==> config.mk <==
export PLATFORM = sky130hd
export DESIGN_NAME = tsc_l1_unit
export DESIGN_NICKNAME = d
export VERILOG_FILES = /design/src/rtl/tsc_pkg.sv /design/src/rtl/tsc_line_array.sv /design/src/rtl/tsc_ts_regs.sv /design/src/rtl/tsc_l1_unit.sv
export SDC_FILE = /design/constraint.sdc
export NUM_CORES = 1
export LEC_CHECK = 0
export ABC_CLOCK_PERIOD_IN_PS = 11810
export BUFFER_PORTS_ARGS = -buffer_cell sky130_fd_sc_hd__buf_2
export CAP_MARGIN = 20
export CORE_MARGIN = 3
export CORE_UTILIZATION = 45
export DETAILED_ROUTE_END_ITERATION = 8
export PLACE_DENSITY = 0.67
export SLEW_MARGIN = 20
export SYNTH_ARGS = -nofsm -noshare
export SYNTH_HDL_FRONTEND = slang
export SYNTH_SLANG_ARGS = --single-unit
==> constraint.sdc <==
create_clock -name clk -period 11.81 [get_ports clk]
set_input_delay 1.181 -clock clk [delete_from_list [all_inputs] [get_ports clk]]
set_output_delay 1.181 -clock clk [all_outputs]
set_load 0.05 [all_outputs]
==> src/rtl/tsc_pkg.sv <==
package tsc_pkg;

    typedef enum logic [1:0] {
        LN_I = 2'd0,
        LN_S = 2'd1,
        LN_M = 2'd2
    } line_st_e;

    typedef enum logic [2:0] {
        OP_LOAD    = 3'd0,
        OP_STORE   = 3'd1,
        OP_FENCE   = 3'd2,
        OP_ACQUIRE = 3'd3,
        OP_RELEASE = 3'd4,
        OP_LR      = 3'd5,
        OP_SC      = 3'd6,
        OP_NONE    = 3'd7
    } core_op_e;

    typedef enum logic [2:0] {
        ST_IDLE = 3'd0,
        ST_EXEC = 3'd1,
        ST_MISS = 3'd2,
        ST_RESP = 3'd3,
        ST_WB   = 3'd4
    } ctl_st_e;

endpackage

==> src/rtl/tsc_line_array.sv <==
module tsc_line_array
    import tsc_pkg::*;
#(
    parameter int NLINES = 4,
    parameter int TAGW   = 6,
    parameter int TSW    = 16,
    parameter int DW     = 32,
    localparam int IDXW  = $clog2(NLINES)
) (
    input  logic            clk,
    input  logic            rst,
    input  logic            we,
    input  logic [IDXW-1:0] widx,
    input  line_st_e        wst,
    input  logic [TAGW-1:0] wtag,
    input  logic [TSW-1:0]  wwts,
    input  logic [TSW-1:0]  wrts,
    input  logic [DW-1:0]   wdata,
    input  logic [IDXW-1:0] aidx,
    output line_st_e        ast,
    output logic [TAGW-1:0] atag,
    output logic [TSW-1:0]  awts,
    output logic [TSW-1:0]  arts,
    output logic [DW-1:0]   adata,
    input  logic [IDXW-1:0] bidx,
    output line_st_e        bst,
    output logic [TAGW-1:0] btag,
    output logic [TSW-1:0]  bwts,
    output logic [TSW-1:0]  brts,
    output logic [DW-1:0]   bdata
);

    line_st_e        st_q   [NLINES];
    logic [TAGW-1:0] tag_q  [NLINES];
    logic [TSW-1:0]  wts_q  [NLINES];
    logic [TSW-1:0]  rts_q  [NLINES];
    logic [DW-1:0]   data_q [NLINES];

    for (genvar g = 0; g < NLINES; g++) begin : g_line
        always_ff @(posedge clk) begin
            if (rst) begin
                st_q[g]   <= LN_I;
                tag_q[g]  <= '0;
                wts_q[g]  <= '0;
                rts_q[g]  <= '0;
                data_q[g] <= '0;
            end else if (we && widx == IDXW'(g)) begin
                st_q[g]   <= wst;
                tag_q[g]  <= wtag;
                wts_q[g]  <= wwts;
                rts_q[g]  <= wrts;
                data_q[g] <= wdata;
            end
        end
    end

    assign ast   = st_q[aidx];
    assign atag  = tag_q[aidx];
    assign awts  = wts_q[aidx];
    assign arts  = rts_q[aidx];
    assign adata = data_q[aidx];
    assign bst   = st_q[bidx];
    assign btag  = tag_q[bidx];
    assign bwts  = wts_q[bidx];
    assign brts  = rts_q[bidx];
    assign bdata = data_q[bidx];

    // A written line never carries a lease that ends before its version.
    assert_lease_order_R2: assert property (@(posedge clk) disable iff (rst)
        we && wst != LN_I |=> rts_q[$past(widx)] >= wts_q[$past(widx)]);

endmodule

==> src/rtl/tsc_ts_regs.sv <==
module tsc_ts_regs #(
    parameter int TSW = 16
) (
    input  logic           clk,
    input  logic           rst,
    input  logic           do_fence,
    input  logic           do_acquire,
    input  logic           do_release,
    input  logic           bump_en,
    input  logic [TSW-1:0] bump_ts,
    output logic [TSW-1:0] tsmin,
    output logic [TSW-1:0] tsmax,
    output logic [TSW-1:0] tsrel
);

    always_ff @(posedge clk) begin
        if (rst) begin
            tsmin <= '0;
            tsmax <= '0;
            tsrel <= '0;
        end else begin
            if (bump_en && bump_ts > tsmax) tsmax <= bump_ts;
            if (do_fence)   tsmin <= tsmax;
            if (do_acquire) tsmin <= tsrel;
            if (do_release) tsrel <= tsmax;
        end
    end

    assert_max_monotonic_R6: assert property (@(posedge clk) disable iff (rst)
        1'b1 |=> tsmax >= $past(tsmax));

    assert_bump_reaches_R6: assert property (@(posedge clk) disable iff (rst)
        bump_en |=> tsmax >= $past(bump_ts));

    assert_fence_copy_R7: assert property (@(posedge clk) disable iff (rst)
        do_fence |=> tsmin == $past(tsmax));

    assert_release_copy_R8: assert property (@(posedge clk) disable iff (rst)
        do_release |=> tsrel == $past(tsmax));

    assert_min_bounded_R7: assert property (@(posedge clk) disable iff (rst)
        tsmin <= tsmax && tsrel <= tsmax);

endmodule

==> src/rtl/tsc_l1_unit.sv <==
module tsc_l1_unit
    import tsc_pkg::*;
#(
    parameter int AW     = 8,
    parameter int DW     = 32,
    parameter int TSW    = 16,
    parameter int NLINES = 4,
    localparam int IDXW  = $clog2(NLINES),
    localparam int TAGW  = AW - IDXW
) (
    input  logic           clk,
    input  logic           rst,
    input  logic           req_valid,
    input  logic [2:0]     req_op,
    input  logic [AW-1:0]  req_addr,
    input  logic [DW-1:0]  req_wdata,
    output logic           req_ready,
    output logic           resp_valid,
    output logic [DW-1:0]  resp_data,
    output logic [TSW-1:0] resp_ts,
    output logic [TSW-1:0] ts_min,
    output logic [TSW-1:0] ts_max,
    output logic [TSW-1:0] ts_rel,
    output logic           mreq_valid,
    output logic           mreq_excl,
    output logic [AW-1:0]  mreq_addr,
    output logic [TSW-1:0] mreq_ts,
    input  logic           grant_valid,
    input  logic           grant_excl,
    input  logic [DW-1:0]  grant_data,
    input  logic [TSW-1:0] grant_wts,
    input  logic [TSW-1:0] grant_rts,
    input  logic           wb_req_valid,
    input  logic [AW-1:0]  wb_req_addr,
    input  logic           wb_req_recall,
    output logic           wb_resp_valid,
    output logic           wb_resp_hit,
    output logic [DW-1:0]  wb_resp_data,
    output logic [TSW-1:0] wb_resp_wts,
    output logic [TSW-1:0] wb_resp_rts
);

    function automatic logic [TSW-1:0] tmax(input logic [TSW-1:0] a, input logic [TSW-1:0] b);
        return (a > b) ? a : b;
    endfunction

    ctl_st_e        st_q, st_n, ret_q, ret_n;
    core_op_e       op_q, op_n;
    logic [AW-1:0]  addr_q, addr_n;
    logic [DW-1:0]  wdata_q, wdata_n;
    logic           mexcl_q, mexcl_n;
    logic [TSW-1:0] mts_q, mts_n;
    logic [DW-1:0]  rdata_q, rdata_n;
    logic [TSW-1:0] rts_out_q, rts_out_n;
    logic           resv_v_q, resv_v_n;
    logic [AW-1:0]  resv_a_q, resv_a_n;
    logic [TSW-1:0] resv_w_q, resv_w_n;
    logic           wbhit_q, wbhit_n, wbrec_q, wbrec_n;
    logic [AW-1:0]  wbaddr_q, wbaddr_n;
    logic [DW-1:0]  wbdata_q, wbdata_n;
    logic [TSW-1:0] wbwts_q, wbwts_n, wbrts_q, wbrts_n;

    logic            arr_we;
    logic [IDXW-1:0] arr_widx;
    line_st_e        arr_wst;
    logic [TAGW-1:0] arr_wtag;
    logic [TSW-1:0]  arr_wwts, arr_wrts;
    logic [DW-1:0]   arr_wdata;
    logic [IDXW-1:0] bidx;
    line_st_e        st_a, st_b;
    logic [TAGW-1:0] tag_a, tag_b;
    logic [TSW-1:0]  wts_a, rts_a, wts_b, rts_b;
    logic [DW-1:0]   data_a, data_b;

    logic            do_fence, do_acquire, do_release, bump_en;
    logic [TSW-1:0]  bump_ts;
    logic [TSW-1:0]  tsmin, tsmax, tsrel;

    logic            tag_hit, is_mod, ld_hit, wb_take, wb_match;
    logic [TSW-1:0]  rd_ts, new_ver;

    assign bidx = (st_q == ST_WB) ? wbaddr_q[IDXW-1:0] : wb_req_addr[IDXW-1:0];

    tsc_line_array #(.NLINES(NLINES), .TAGW(TAGW), .TSW(TSW), .DW(DW)) u_lines (
        .clk(clk), .rst(rst),
        .we(arr_we), .widx(arr_widx), .wst(arr_wst), .wtag(arr_wtag),
        .wwts(arr_wwts), .wrts(arr_wrts), .wdata(arr_wdata),
        .aidx(addr_q[IDXW-1:0]), .ast(st_a), .atag(tag_a), .awts(wts_a),
        .arts(rts_a), .adata(data_a),
        .bidx(bidx), .bst(st_b), .btag(tag_b), .bwts(wts_b),
        .brts(rts_b), .bdata(data_b)
    );

    tsc_ts_regs #(.TSW(TSW)) u_ts (
        .clk(clk), .rst(rst),
        .do_fence(do_fence), .do_acquire(do_acquire), .do_release(do_release),
        .bump_en(bump_en), .bump_ts(bump_ts),
        .tsmin(tsmin), .tsmax(tsmax), .tsrel(tsrel)
    );

    // Lookup terms for the latched core request.
    assign tag_hit = (st_a != LN_I) && (tag_a == addr_q[AW-1:IDXW]);
    assign is_mod  = tag_hit && (st_a == LN_M);
    assign rd_ts   = tag_hit ? tmax(tsmin, wts_a) : tsmin;
    assign new_ver = tmax(tsmin, rts_a + TSW'(1));
    assign ld_hit  = tag_hit && (is_mod || rd_ts <= rts_a);
    assign wb_match = (st_b != LN_I) && (tag_b == wb_req_addr[AW-1:IDXW]);

    // State register.
    always_ff @(posedge clk) begin
        if (rst) st_q <= ST_IDLE;
        else     st_q <= st_n;
    end

    // Next state, array write and timestamp controls.
    always_comb begin
        st_n = st_q;     ret_n = ret_q;   op_n = op_q;
        addr_n = addr_q; wdata_n = wdata_q;
        mexcl_n = mexcl_q; mts_n = mts_q;
        rdata_n = rdata_q; rts_out_n = rts_out_q;
        resv_v_n = resv_v_q; resv_a_n = resv_a_q; resv_w_n = resv_w_q;
        wbhit_n = wbhit_q; wbrec_n = wbrec_q; wbaddr_n = wbaddr_q;
        wbdata_n = wbdata_q; wbwts_n = wbwts_q; wbrts_n = wbrts_q;
        arr_we = 1'b0; arr_widx = addr_q[IDXW-1:0]; arr_wst = st_a;
        arr_wtag = addr_q[AW-1:IDXW]; arr_wwts = wts_a; arr_wrts = rts_a;
        arr_wdata = data_a;
        do_fence = 1'b0; do_acquire = 1'b0; do_release = 1'b0;
        bump_en = 1'b0; bump_ts = '0;
        wb_take = 1'b0;

        unique case (st_q)
            ST_IDLE: begin
                if (wb_req_valid) begin
                    wb_take = 1'b1;
                    ret_n   = ST_IDLE;
                    st_n    = ST_WB;
                end else if (req_valid) begin
                    op_n    = core_op_e'(req_op);
                    addr_n  = req_addr;
                    wdata_n = req_wdata;
                    st_n    = ST_EXEC;
                end
            end
            ST_EXEC: begin
                st_n = ST_RESP;
                unique case (op_q)
                    OP_LOAD, OP_LR: begin
                        if ((op_q == OP_LOAD && ld_hit) || (op_q == OP_LR && is_mod)) begin
                            if (rd_ts > rts_a) begin
                                arr_we = 1'b1;
                                arr_wrts = rd_ts;
                            end
                            rdata_n = data_a;
                            rts_out_n = rd_ts;
                            bump_en = 1'b1;
                            bump_ts = rd_ts;
                            if (op_q == OP_LR) begin
                                resv_v_n = 1'b1;
                                resv_a_n = addr_q;
                                resv_w_n = wts_a;
                            end
                        end else begin
                            mexcl_n = (op_q == OP_LR);
                            mts_n   = (op_q == OP_LR) ? tsmin : rd_ts;
                            st_n    = ST_MISS;
                        end
                    end
                    OP_STORE: begin
                        if (is_mod) begin
                            arr_we = 1'b1;
                            arr_wwts = new_ver;
                            arr_wrts = new_ver;
                            arr_wdata = wdata_q;
                            rts_out_n = new_ver;
                            rdata_n = '0;
                            bump_en = 1'b1;
                            bump_ts = new_ver;
                        end else begin
                            mexcl_n = 1'b1;
                            mts_n   = tsmin;
                            st_n    = ST_MISS;
                        end
                    end
                    OP_SC: begin
                        if (!resv_v_q || resv_a_q != addr_q) begin
                            rdata_n = DW'(1);
                            rts_out_n = tsmax;
                            resv_v_n = 1'b0;
                        end else if (!is_mod) begin
                            mexcl_n = 1'b1;
                            mts_n   = tsmin;
                            st_n    = ST_MISS;
                        end else if (wts_a == resv_w_q) begin
                            arr_we = 1'b1;
                            arr_wwts = new_ver;
                            arr_wrts = new_ver;
                            arr_wdata = wdata_q;
                            rdata_n = '0;
                            rts_out_n = new_ver;
                            bump_en = 1'b1;
                            bump_ts = new_ver;
                            resv_v_n = 1'b0;
                        end else begin
                            rdata_n = DW'(1);
                            rts_out_n = tsmax;
                            resv_v_n = 1'b0;
                        end
                    end
                    OP_FENCE: begin
                        do_fence = 1'b1;
                        rdata_n = '0;
                        rts_out_n = tsmax;
                    end
                    OP_ACQUIRE: begin
                        do_acquire = 1'b1;
                        rdata_n = '0;
                        rts_out_n = tsrel;
                    end
                    OP_RELEASE: begin
                        do_release = 1'b1;
                        rdata_n = '0;
                        rts_out_n = tsmax;
                    end
                    default: begin
                        rdata_n = '0;
                        rts_out_n = tsmax;
                    end
                endcase
            end
            ST_MISS: begin
                if (wb_req_valid) begin
                    wb_take = 1'b1;
                    ret_n   = ST_MISS;
                    st_n    = ST_WB;
                end else if (grant_valid) begin
                    arr_we = 1'b1;
                    arr_wst = grant_excl ? LN_M : LN_S;
                    arr_wwts = grant_wts;
                    arr_wrts = grant_rts;
                    arr_wdata = grant_data;
                    st_n = ST_EXEC;
                end
            end
            ST_RESP: st_n = ST_IDLE;
            ST_WB:   st_n = ret_q;
            default: st_n = ST_IDLE;
        endcase

        // Writeback servicing shares the single array write port.
        if (wb_take) begin
            wbaddr_n = wb_req_addr;
            wbrec_n  = wb_req_recall;
            wbhit_n  = wb_match;
            wbdata_n = data_b;
            wbwts_n  = wts_b;
            wbrts_n  = rts_b;
            if (wb_match && (wb_req_recall || st_b == LN_M)) begin
                arr_we    = 1'b1;
                arr_widx  = wb_req_addr[IDXW-1:0];
                arr_wst   = wb_req_recall ? LN_I : LN_S;
                arr_wtag  = tag_b;
                arr_wwts  = wts_b;
                arr_wrts  = rts_b;
                arr_wdata = data_b;
            end
        end
    end

    // Datapath registers.
    always_ff @(posedge clk) begin
        if (rst) begin
            ret_q <= ST_IDLE; op_q <= OP_NONE; addr_q <= '0; wdata_q <= '0;
            mexcl_q <= 1'b0; mts_q <= '0; rdata_q <= '0; rts_out_q <= '0;
            resv_v_q <= 1'b0; resv_a_q <= '0; resv_w_q <= '0;
            wbhit_q <= 1'b0; wbrec_q <= 1'b0; wbaddr_q <= '0;
            wbdata_q <= '0; wbwts_q <= '0; wbrts_q <= '0;
        end else begin
            ret_q <= ret_n; op_q <= op_n; addr_q <= addr_n; wdata_q <= wdata_n;
            mexcl_q <= mexcl_n; mts_q <= mts_n; rdata_q <= rdata_n;
            rts_out_q <= rts_out_n;
            resv_v_q <= resv_v_n; resv_a_q <= resv_a_n; resv_w_q <= resv_w_n;
            wbhit_q <= wbhit_n; wbrec_q <= wbrec_n; wbaddr_q <= wbaddr_n;
            wbdata_q <= wbdata_n; wbwts_q <= wbwts_n; wbrts_q <= wbrts_n;
        end
    end

    // Outputs.
    always_comb begin
        req_ready     = (st_q == ST_IDLE) && !wb_req_valid;
        resp_valid    = (st_q == ST_RESP);
        resp_data     = rdata_q;
        resp_ts       = rts_out_q;
        mreq_valid    = (st_q == ST_MISS);
        mreq_excl     = mexcl_q;
        mreq_addr     = addr_q;
        mreq_ts       = mts_q;
        wb_resp_valid = (st_q == ST_WB);
        wb_resp_hit   = wbhit_q;
        wb_resp_data  = wbdata_q;
        wb_resp_wts   = wbwts_q;
        wb_resp_rts   = wbrts_q;
        ts_min        = tsmin;
        ts_max        = tsmax;
        ts_rel        = tsrel;
    end

    assert_idle_after_reset_R1: assert property (@(posedge clk)
        $fell(rst) |-> !mreq_valid && !resp_valid && !wb_resp_valid);

    assert_hold_request_R3: assert property (@(posedge clk) disable iff (rst)
        mreq_valid && !grant_valid && !wb_req_valid
        |=> mreq_valid && $stable(mreq_ts) && $stable(mreq_excl) && $stable(mreq_addr));

    assert_load_hit_local_R4: assert property (@(posedge clk) disable iff (rst)
        st_q == ST_EXEC && op_q == OP_LOAD && ld_hit |=> !mreq_valid && resp_valid);

    assert_sc_fail_quiet_R11: assert property (@(posedge clk) disable iff (rst)
        resp_valid && op_q == OP_SC && resp_data != '0 |-> tsmax == $past(tsmax));

    assert_wb_downgrade_R12: assert property (@(posedge clk) disable iff (rst)
        wb_resp_valid && wb_resp_hit |-> st_b != LN_M);

    assert_wb_recall_R12: assert property (@(posedge clk) disable iff (rst)
        wb_resp_valid && wb_resp_hit && wbrec_q |-> st_b == LN_I);

endmodule

Word-level counts from Yosys, hierarchy flattened
Memory sizes are Yosys's and may differ from the RTL's. A register that Yosys moved wholly into a read port is not among the register bits. Index checks and enable logic that the tools add are counted.

Output and inout port bits: 190. Memory bits (writable): 288. Logic and storage cells: 279. Memories kept: 5. Input port bits: 122. Bits in registers: 254.

Add/sub/neg operators: 1. $lt $le $gt $ge: 5. Bitwise gates (word level): 21. Reductions and logical operators: 37. Equal/unequal tests: 29. Mux-type cells: 161.

Memories: u_lines.data_q (words 4, bits a word 32, rd ports 2, clocked after memory_dff 1, write ports 4, line tsc_line_array.sv:37) `logic [DW-1:0] data_q [NLINES];`; u_lines.rts_q (words 4, bits a word 16, rd ports 2, clocked after memory_dff 1, write ports 4, line tsc_line_array.sv:36) `logic [TSW-1:0] rts_q [NLINES];`; u_lines.wts_q (words 4, bits a word 16, rd ports 2, clocked after memory_dff 1, write ports 4, line tsc_line_array.sv:35) `logic [TSW-1:0] wts_q [NLINES];`; u_lines.tag_q (words 4, bits a word 6, rd ports 2, clocked after memory_dff 1, write ports 4, line tsc_line_array.sv:34) `logic [TAGW-1:0] tag_q [NLINES];`; u_lines.st_q (words 4, bits a word 2, rd ports 2, clocked after memory_dff 1, write ports 4, line tsc_line_array.sv:33) `line_st_e st_q [NLINES];`.

Operators by type and width (number): 16-bit 2-to-1 mux (46); 32-bit 2-to-1 mux (16); 16-bit case mux with 3 select lines (3); 32-bit case mux with 2 select lines (2); 16-bit case mux with 2 select lines (3); 32-bit case mux with 3 select lines (1); 16-bit greater-than comparator (4); 16-bit case mux with 4 select lines (1); 1-bit 2-to-1 mux (46); 2-bit 2-to-1 mux (23); 6-bit 2-to-1 mux (6); 1-bit OR (20); 3-bit 2-to-1 mux (6); 16-bit by 1-bit adder with 16-bit output, second input constant (1); 16-bit == test (1); 16-bit <= comparator (1); 1-bit logical AND (13); 3-bit by 2-bit == test with 1-bit output, second input constant (4); 3-bit == test, second input constant (4); 6-bit == test (2); 2-bit != test, second input constant (6); 1-bit case mux with 3 select lines (4); 3-bit case mux with 4 select lines (1); 4-bit AND reduction (3); other kinds (20) (37).

Depth between registers and ports, before layout
Gate-level depths: netlist of the first run.

Depth in word-level cells: 18. Depth in mapped cells: 36. Depth with buffers taken out: 30.

Cells and area by module
From an unflattened synthesis of the first run, not the netlist that was laid out.

Cell total of the unflattened synthesis: 2969. Area total of the unflattened synthesis: 29648.4 um^2.

Modules (own cells, without submodules): tsc_line_array (area each 14181.1 um^2, cells an instance 880, seq. area each 8648.3 um^2, times used 1); tsc_l1_unit (area each 13056.3 um^2, cells an instance 1825, seq. area each 4083.9 um^2, times used 1); tsc_ts_regs (area each 2411.1 um^2, cells an instance 264, seq. area each 960.9 um^2, times used 1).

Worst setup path before layout of the first run
Ideal clock, no wire load.

Path type: register -> register. Start: register with a tool-made name. End: memory u_lines.data_q[3][0] (enable). Stages on the path, launching flop included: 23. Clock period less this slack: 10.738 ns. Data arrival time: 10.137 ns. Library setup time: 0.601 ns. Slack: 1.072 ns. Buffers on the path: 4. Data required time: 11.209 ns. Path through: dfxtp_1 -> buf_4 -> buf_4 -> mux4_2 -> inv_1 -> ha_1 -> a21o_1 -> a21o_1 -> or4_1 -> clkbuf_1 -> a21oi_1 -> buf_2 -> mux2i_1 -> inv_1 -> ha_1 -> nand4_1 -> or3_1 -> a21o_1 -> o211ai_1 -> nand4_1 -> o21ai_1 -> a211oi_1 -> o21ai_0.

RTL lines (line): to (decl) (tsc_line_array.sv:37).

==> results.md, run 1 <==
- # resized after CTS: 0
- DR DRC count: 0
- Cts hold-fix bufs: 0
- Largest net degree at the start of global routing: a little over 80
- Critical path required time: between 10 and 15 ns
- Asr flop ratio synth: 0%
- CP Launch Type: flop
- Share of the synthesized area in the top cell type: 27.9%
- Number of synthesis warnings: 0
- Crit Path Class: reg -> reg
- # Post-CTS Setup Buffers: 0
- Worst VDD drop: between 0.1 and 0.15 mV
- Sequential area share after synthesis: between 40% and 50%
- MaxCap Viol Count: 0
- Most frequent cells in the layout: 836 x nand2_1, 310 x buf_2, 293 x nor2_1
- Filler instances: ~6,400
- Clock root buffer: clkbuf_16
- # setup viols final: 0
- Overall routed net length: 129,000 µm
- Placed Instances: ~4,600
- Synth area leaders: edfxtp_1 28%, dfxtp_1 16%, nand2_1 10%
- Total nets after synthesis: ~3,800
- Hold path startpoint: mreq_ts[10]
- Core area: ~68,000 µm²
- Layout Cells excl Fill: between 4,000 and 5,000
- Initial DRC count: ~4,200
- Mapped Area: between 30,000 and 40,000 µm²
- Status: finished, final reports clean
- Clk buf depth: 3
- Final slew viol count: 0
- Most common cell after layout, fill and taps aside: nand2_1
- Synth Area per Inst: just under 9 µm²
- Synth Instances: roughly 3,600
- Netlist cell types: between 70 and 80
- Initial Util: between 40% and 50%
- PD cells: 144 nW/µm²
- Clock Skews: 0.0216 ns
- TritonCTS clock tree: yes
- Vias/cell: roughly 6.5
- Die ar.: slightly above 70,000 µm²
- Total vias in the final route: 30,100
- Synthesis-to-finish area growth: 14.6%
- Vias in the first global route: around 28,000
- All-Layer GR Usage: a little over a third
- Max Clk Rate: between 100 and 150 MHz
- Fraction of layout cells with a size suffix above 1: 16.9%
- Period minus WS final: ~9.6 ns
- H-tree depth: 2
- Worst-path maximum fanout: a little under 50
- Num ports: roughly 310
- Initial DRT Pass Iterations: 6
- Worst hold path class: reg -> reg
- Clk sinks: ~540
- Die height: about 270 µm
- Final worst path period share: between 80% and 90%
- Global-route wire length before repair: 186,000 µm
- LEAKAGE: approximately 13 nW
- Routability cong.: roughly 1.1
- Die X: ~270 µm
- Primary FF master, synth: edfxtp_1
- Total gr overflow: 0
- Worst-skew pair later-pin latency: approximately 0.66 ns
- Port-buffer cells: approximately 310
- TritonCTS Buffers: 58
- Post-synth top area cell: edfxtp_1
- Endpoint class of the critical path: flop
- Worst path max stage delay: 0.91 ns
- Number of synthesized register bits: 542
- Dpl hpwl: roughly 88,000 µm
- Routed wire per std cell: 27.7 µm
- EDFF count, synth: about 290
- Least-Margin Pin Slew: 1.20 ns
- Final Hold Fails: 0
- Slowest CP cell: dfxtp_4
- Initial antenna violation count: 5
- Unrepaired setup endpoints after global routing: no
- Clock-pin transition on the worst setup and hold timing paths: 0.07 ns
- Slew HR: around a fifth
- ANT nets after route: 0
- Arrival @ worst endpoint: ~10 ns
- Fin nets: around 4,000
- Std-Cell Rows: between 90 and 100
- TNS Setup: 0 ns
## per-stage QoR
stage	total power [mW]	instance area, µm²	setup slack, ns	utilization, %	hold slack [ns]
after floorplan	2.75	31000	1.07	-	0.436
after global placement	3.11	33400	2.22	49.3	0.440
after CTS	5.08	35500	2.00	52.4	0.450
after global routing	5.25	35500	1.71	52.4	0.466
final	5.10	35500	2.24	52.4	0.448
after detailed placement	3.11	33400	2.01	49.3	0.441
## report_power, final
part / switching (mW) / internal [mW]
registers: 0.0625 / 2.05
clock network: 0.824 / 1.18
logic: 0.714 / 0.268
## cell type report
cell class | count | area (µm²) | area share (%)
multi-input combinational | 2671 | 16100 | 45.2
inverter | 81 | 304 | 0.856
tap | 873 | 1090 | 3.07
clock buffer | 80 | 1760 | 4.95
clock inverter | 29 | 360 | 1.01
antenna | 3 | 7.51 | 0.0211
timing repair buffer | 393 | 2210 | 6.21
sequential | 542 | 13700 | 38.7
## path summary, 6_finish.rpt
kind | endpoint | slack [ns] | depth (start not counted)
worst min-delay path | mreq_ts[10] | 0.45 | 2
worst max-delay path | u_ts.tsmax[0] | 2.24 | 31
worst min register to register | mreq_ts[10] | 0.45 | 2
worst max register to register | u_ts.tsmax[0] | 2.24 | 31
## metal layers
metal / track usage, % / part of all wire, % / up-vias
met5: 0 / 0.022 / -
met4: 18.4 / 6.2 / 4
met3: 7.17 / 10 / 405
met2: 54.5 / 45 / 1879
met1: 45.3 / 38 / 14600
li1: - / - / 13200
## cell families after synthesis
| logic type | after synthesis | synth area share (%) |
|---|---|---|
| AND/OR/NAND/NOR | 1646 | 23.3 |
| AO/OA/AOI/OAI | 753 | 15.6 |
| flip-flops | 542 | 44.3 |
| buffers and inverters | 358 | 4.58 |
| multiplexers | 162 | 8.27 |
| adder cells (fa/ha/maj) | 65 | 2.62 |
| XOR/XNOR | 45 | 1.27 |
## flip-flops by register name, indices dropped and copies added, names as in the netlist, 16 cells and up, named ones only
name / cells
resv_w_q: 16
u_lines.wts_q: 64
mreq_ts: 16
wb_resp_wts: 16
u_ts.tsrel: 16
u_ts.tsmin: 16
wb_resp_rts: 16
resp_data: 32
wb_resp_data: 32
resp_ts: 16
u_ts.tsmax: 16
wdata_q: 32
u_lines.rts_q: 64
u_lines.tag_q: 24
u_lines.data_q: 128
## cell usage after synthesis (all sizes together) (6+ instances only)
cell type,instances
and2,31
a222oi,8
mux4,73
a211oi,58
a22oi,10
inv,81
nor2b,22
xnor2,42
and4,7
and3,108
o211ai,32
edfxtp,288
buf,76
a31oi,89
nand2,840
a211o,11
o31ai,11
nor3b,7
o31a,36
or2,8
nor3,168
a21oi,273
a221oi,22
nand4,32
nand2b,6
a21boi,8
nor2,298
nor4,20
clkbuf,201
mux2,21
o211a,12
o2111ai,9
o22ai,8
o221ai,9
nand3,68
ha,65
o21a,9
mux2i,68
o21ai,100
a21o,8
dfxtp,254
or3,16
## critical path, delay by kind of cell, from the launching register on
family	cells	cell delay, ns
AO/OA/AOI/OAI	12	2.73
XOR/XNOR	1	0.23
adder cells (fa/ha/maj)	2	0.68
buffers and inverters	5	1.59
flip-flops	1	0.91
multiplexers	3	1.30
AND/OR/NAND/NOR	8	1.89
(Power assumes the default switching activity.)
==> inputs of run 2 (changes only) <==
--- a/config.mk
+++ b/config.mk
@@ -5,7 +5,7 @@
 export SDC_FILE = /design/constraint.sdc
 export NUM_CORES = 1
 export LEC_CHECK = 0
-export ABC_CLOCK_PERIOD_IN_PS = 11810
+export ABC_CLOCK_PERIOD_IN_PS = 9390
 export BUFFER_PORTS_ARGS = -buffer_cell sky130_fd_sc_hd__buf_2
 export CAP_MARGIN = 20
 export CORE_MARGIN = 3
==> constraint.sdc (replaced) <==
create_clock -name clk -period 9.39 [get_ports clk]
set_input_delay 0.939 -clock clk [delete_from_list [all_inputs] [get_ports clk]]
set_output_delay 0.939 -clock clk [all_outputs]
set_load 0.05 [all_outputs]
==> results.md, run 2 (synthesis results as in run 1) <==
- Status: finished, final reports clean
- TritonCTS Buffers: just under 60
- Initial DRC count: between 3,000 and 4,000
- Most common cell after layout, fill and taps aside: nand2_1
- Vias in the first global route: between 20,000 and 30,000
- Clock-pin transition on the worst setup and hold timing paths: about 0.06 ns
- Routability cong.: 1.09
- Place WS: 1.08 ns
- Global-route wire length before repair: around 190,000 µm
- Multi-input gate area in the final layout: ~16,000 µm²
- Min-Delay Path Depth: 2
- Initial DRT Pass Iterations: 8
- DR DRC count: 0
- LEAKAGE: ~13 nW
- Total gr overflow: 0
- Std-Cell Rows: 95
- Core area: 67,800 µm²
- TritonCTS clock tree: yes
- Die height: between 200 and 300 µm
- Routed wire per std cell: between 20 and 30 µm
- Arrival @ worst endpoint: roughly 9 ns
- Least-Margin Pin Slew: 1.11 ns
- P_sw: ~2.0 mW
- GR Layer Usage met3: ~6.3%
- Biggest regs: u_lines.data_q (128), u_lines.rts_q (64), u_lines.wts_q (64)
- Final Hold Fails: 0
- Vias/cell: approximately 6.4
- GR Util met2: a little under three fifths
- Period minus WS final: 8.50 ns
- Clock root buffer: clkbuf_16
- # setup viols final: 0
- Most frequent cells in the layout: 836 x nand2_1, 310 x buf_2, 293 x nor2_1
- Clk sinks: ~540
- Clock Skews: ~0.058 ns
- Pint: 4.34 mW
- Port-buffer cells: between 300 and 400
- ANT nets after route: 0
- Register Area: about 14,000 µm²
- Fin nets: approximately 4,000
- Overall routed net length: between 100,000 and 150,000 µm
- Unrepaired setup endpoints after global routing: no
- Largest net degree at the start of global routing: 83
- PD cells: 178 nW/µm²
- Num ports: around 310
- Worst VDD drop: between 0.15 and 0.2 mV
- Clk buf depth: 3
- Placed Instances: between 4,000 and 5,000
- Dpl hpwl: between 90,000 and 100,000 µm
- Filler instances: approximately 6,300
- Total vias in the final route: 30,100
- Initial Util: a little under half
- Synthesis-to-finish area growth: 14.6%
- Layout Cells excl Fill: between 4,000 and 5,000
- Worst hold path class: reg -> reg
- Worst-skew pair later-pin latency: ~0.66 ns
- Met1 Usage GRT: between 40 and 50%
- Slew HR: 25.3%
- Die ar.: about 72,000 µm²
- CP Launch Type: flop
- # Post-CTS Setup Buffers: 0
- H-tree depth: 2
- Worst path max stage delay: about 0.83 ns
- Flop pwr share: 42.0%
- Comb pwr share: between 10% and 20%
- Endpoint class of the critical path: flop
- Clock Power Share: between 30% and 40%
- Final WS setup: around 0.89 ns
- Crit Path Class: reg -> reg
- Max Clk Rate: 118 MHz
- Final worst path period share: 90.5%
- Worst-path maximum fanout: 19
- Gr busiest metal: met2
- # resized after CTS: 0
- Hold path startpoint: mreq_ts[13]
- Slowest CP cell: nor2_1
- Largest register FFs: 128
- TNS Setup: 0 ns
- Initial antenna violation count: 6
- All-Layer GR Usage: a little over a third
- Fraction of layout cells with a size suffix above 1: 16.9%
- Critical path required time: ~9.9 ns
- Sw Ratio: 31.5%
- Cts hold-fix bufs: 0
- Final slew viol count: 0
- Reg with most FFs: u_lines.data_q
- Die X: approximately 270 µm
- MaxCap Viol Count: 0
- Worst reg-to-reg path cell count: 31
==> run 2: changes by cell type in the layout (fill, tap and decap cells not counted), moves of 2 or more <==
cell	previous run	this run
clkinv_2	9	6
clkbuf_1	5	13
buf_4	80	84
clkinvlp_4	5	1
bufinv_16	6	3
diode_2	3	6
clkbuf_16	63	61
clkbuf_8	13	18
==> run 2: power by group through the flow <==
stage	combinational, mW	sequential (mW)	clock, mW
6_report	1.24	2.66	2.44
3_5_place_dp	1.20	2.71	0
2_1_floorplan	0.653	2.81	0
4_1_cts	1.21	2.66	2.45
3_3_place_gp	1.21	2.71	0
5_1_grt	1.30	2.67	2.54
==> run 2: worst max-delay path: cells and delay by family (launching register included) <==
kind	cells	cell delay, ns
adders and majority gates	3	0.85
AOI/OAI and AO/OA	17	3.07
muxes	3	1.27
buffers and inverters	3	0.63
and+or+nand+nor	5	1.83
DFF	1	0.62
==> run 2: per-layer routing <==
metal  vias to the layer above  wire length, µm
li1                      13200                -
met1                     14700            51900
met2                      1836            59500
met3                       346            12300
met4                         2             7140
met5                         -               14
==> run 2: layout make-up <==
type	instances	share of cell area (%)
Antenna cell	6	0.0423
Inverter	81	0.856
Tap cell	873	3.07
Timing Repair Buffer	398	6.35
Clock buffer	91	5.09
Sequential cell	542	38.7
Clock inverter	19	0.697
Multi-Input combinational cell	2671	45.2
==> run 2: path summary, 6_finish.rpt <==
kind	end	slack, ns
setup / recovery	u_ts.tsmax[0]	0.89
hold / removal	mreq_ts[13]	0.45
hold reg to reg	mreq_ts[13]	0.45
setup reg to reg	u_ts.tsmax[0]	0.89
==> run 2: per-stage QoR <==
step	util, %	instance area [µm²]	hold WS, ns	total power [mW]
final	52.4	35500	0.448	6.34
after global routing	52.4	35500	0.465	6.51
after CTS	52.4	35500	0.450	6.32
after detailed placement	49.4	33400	0.442	3.91
after global placement	49.4	33400	0.437	3.91
after floorplan	-	31000	0.436	3.46
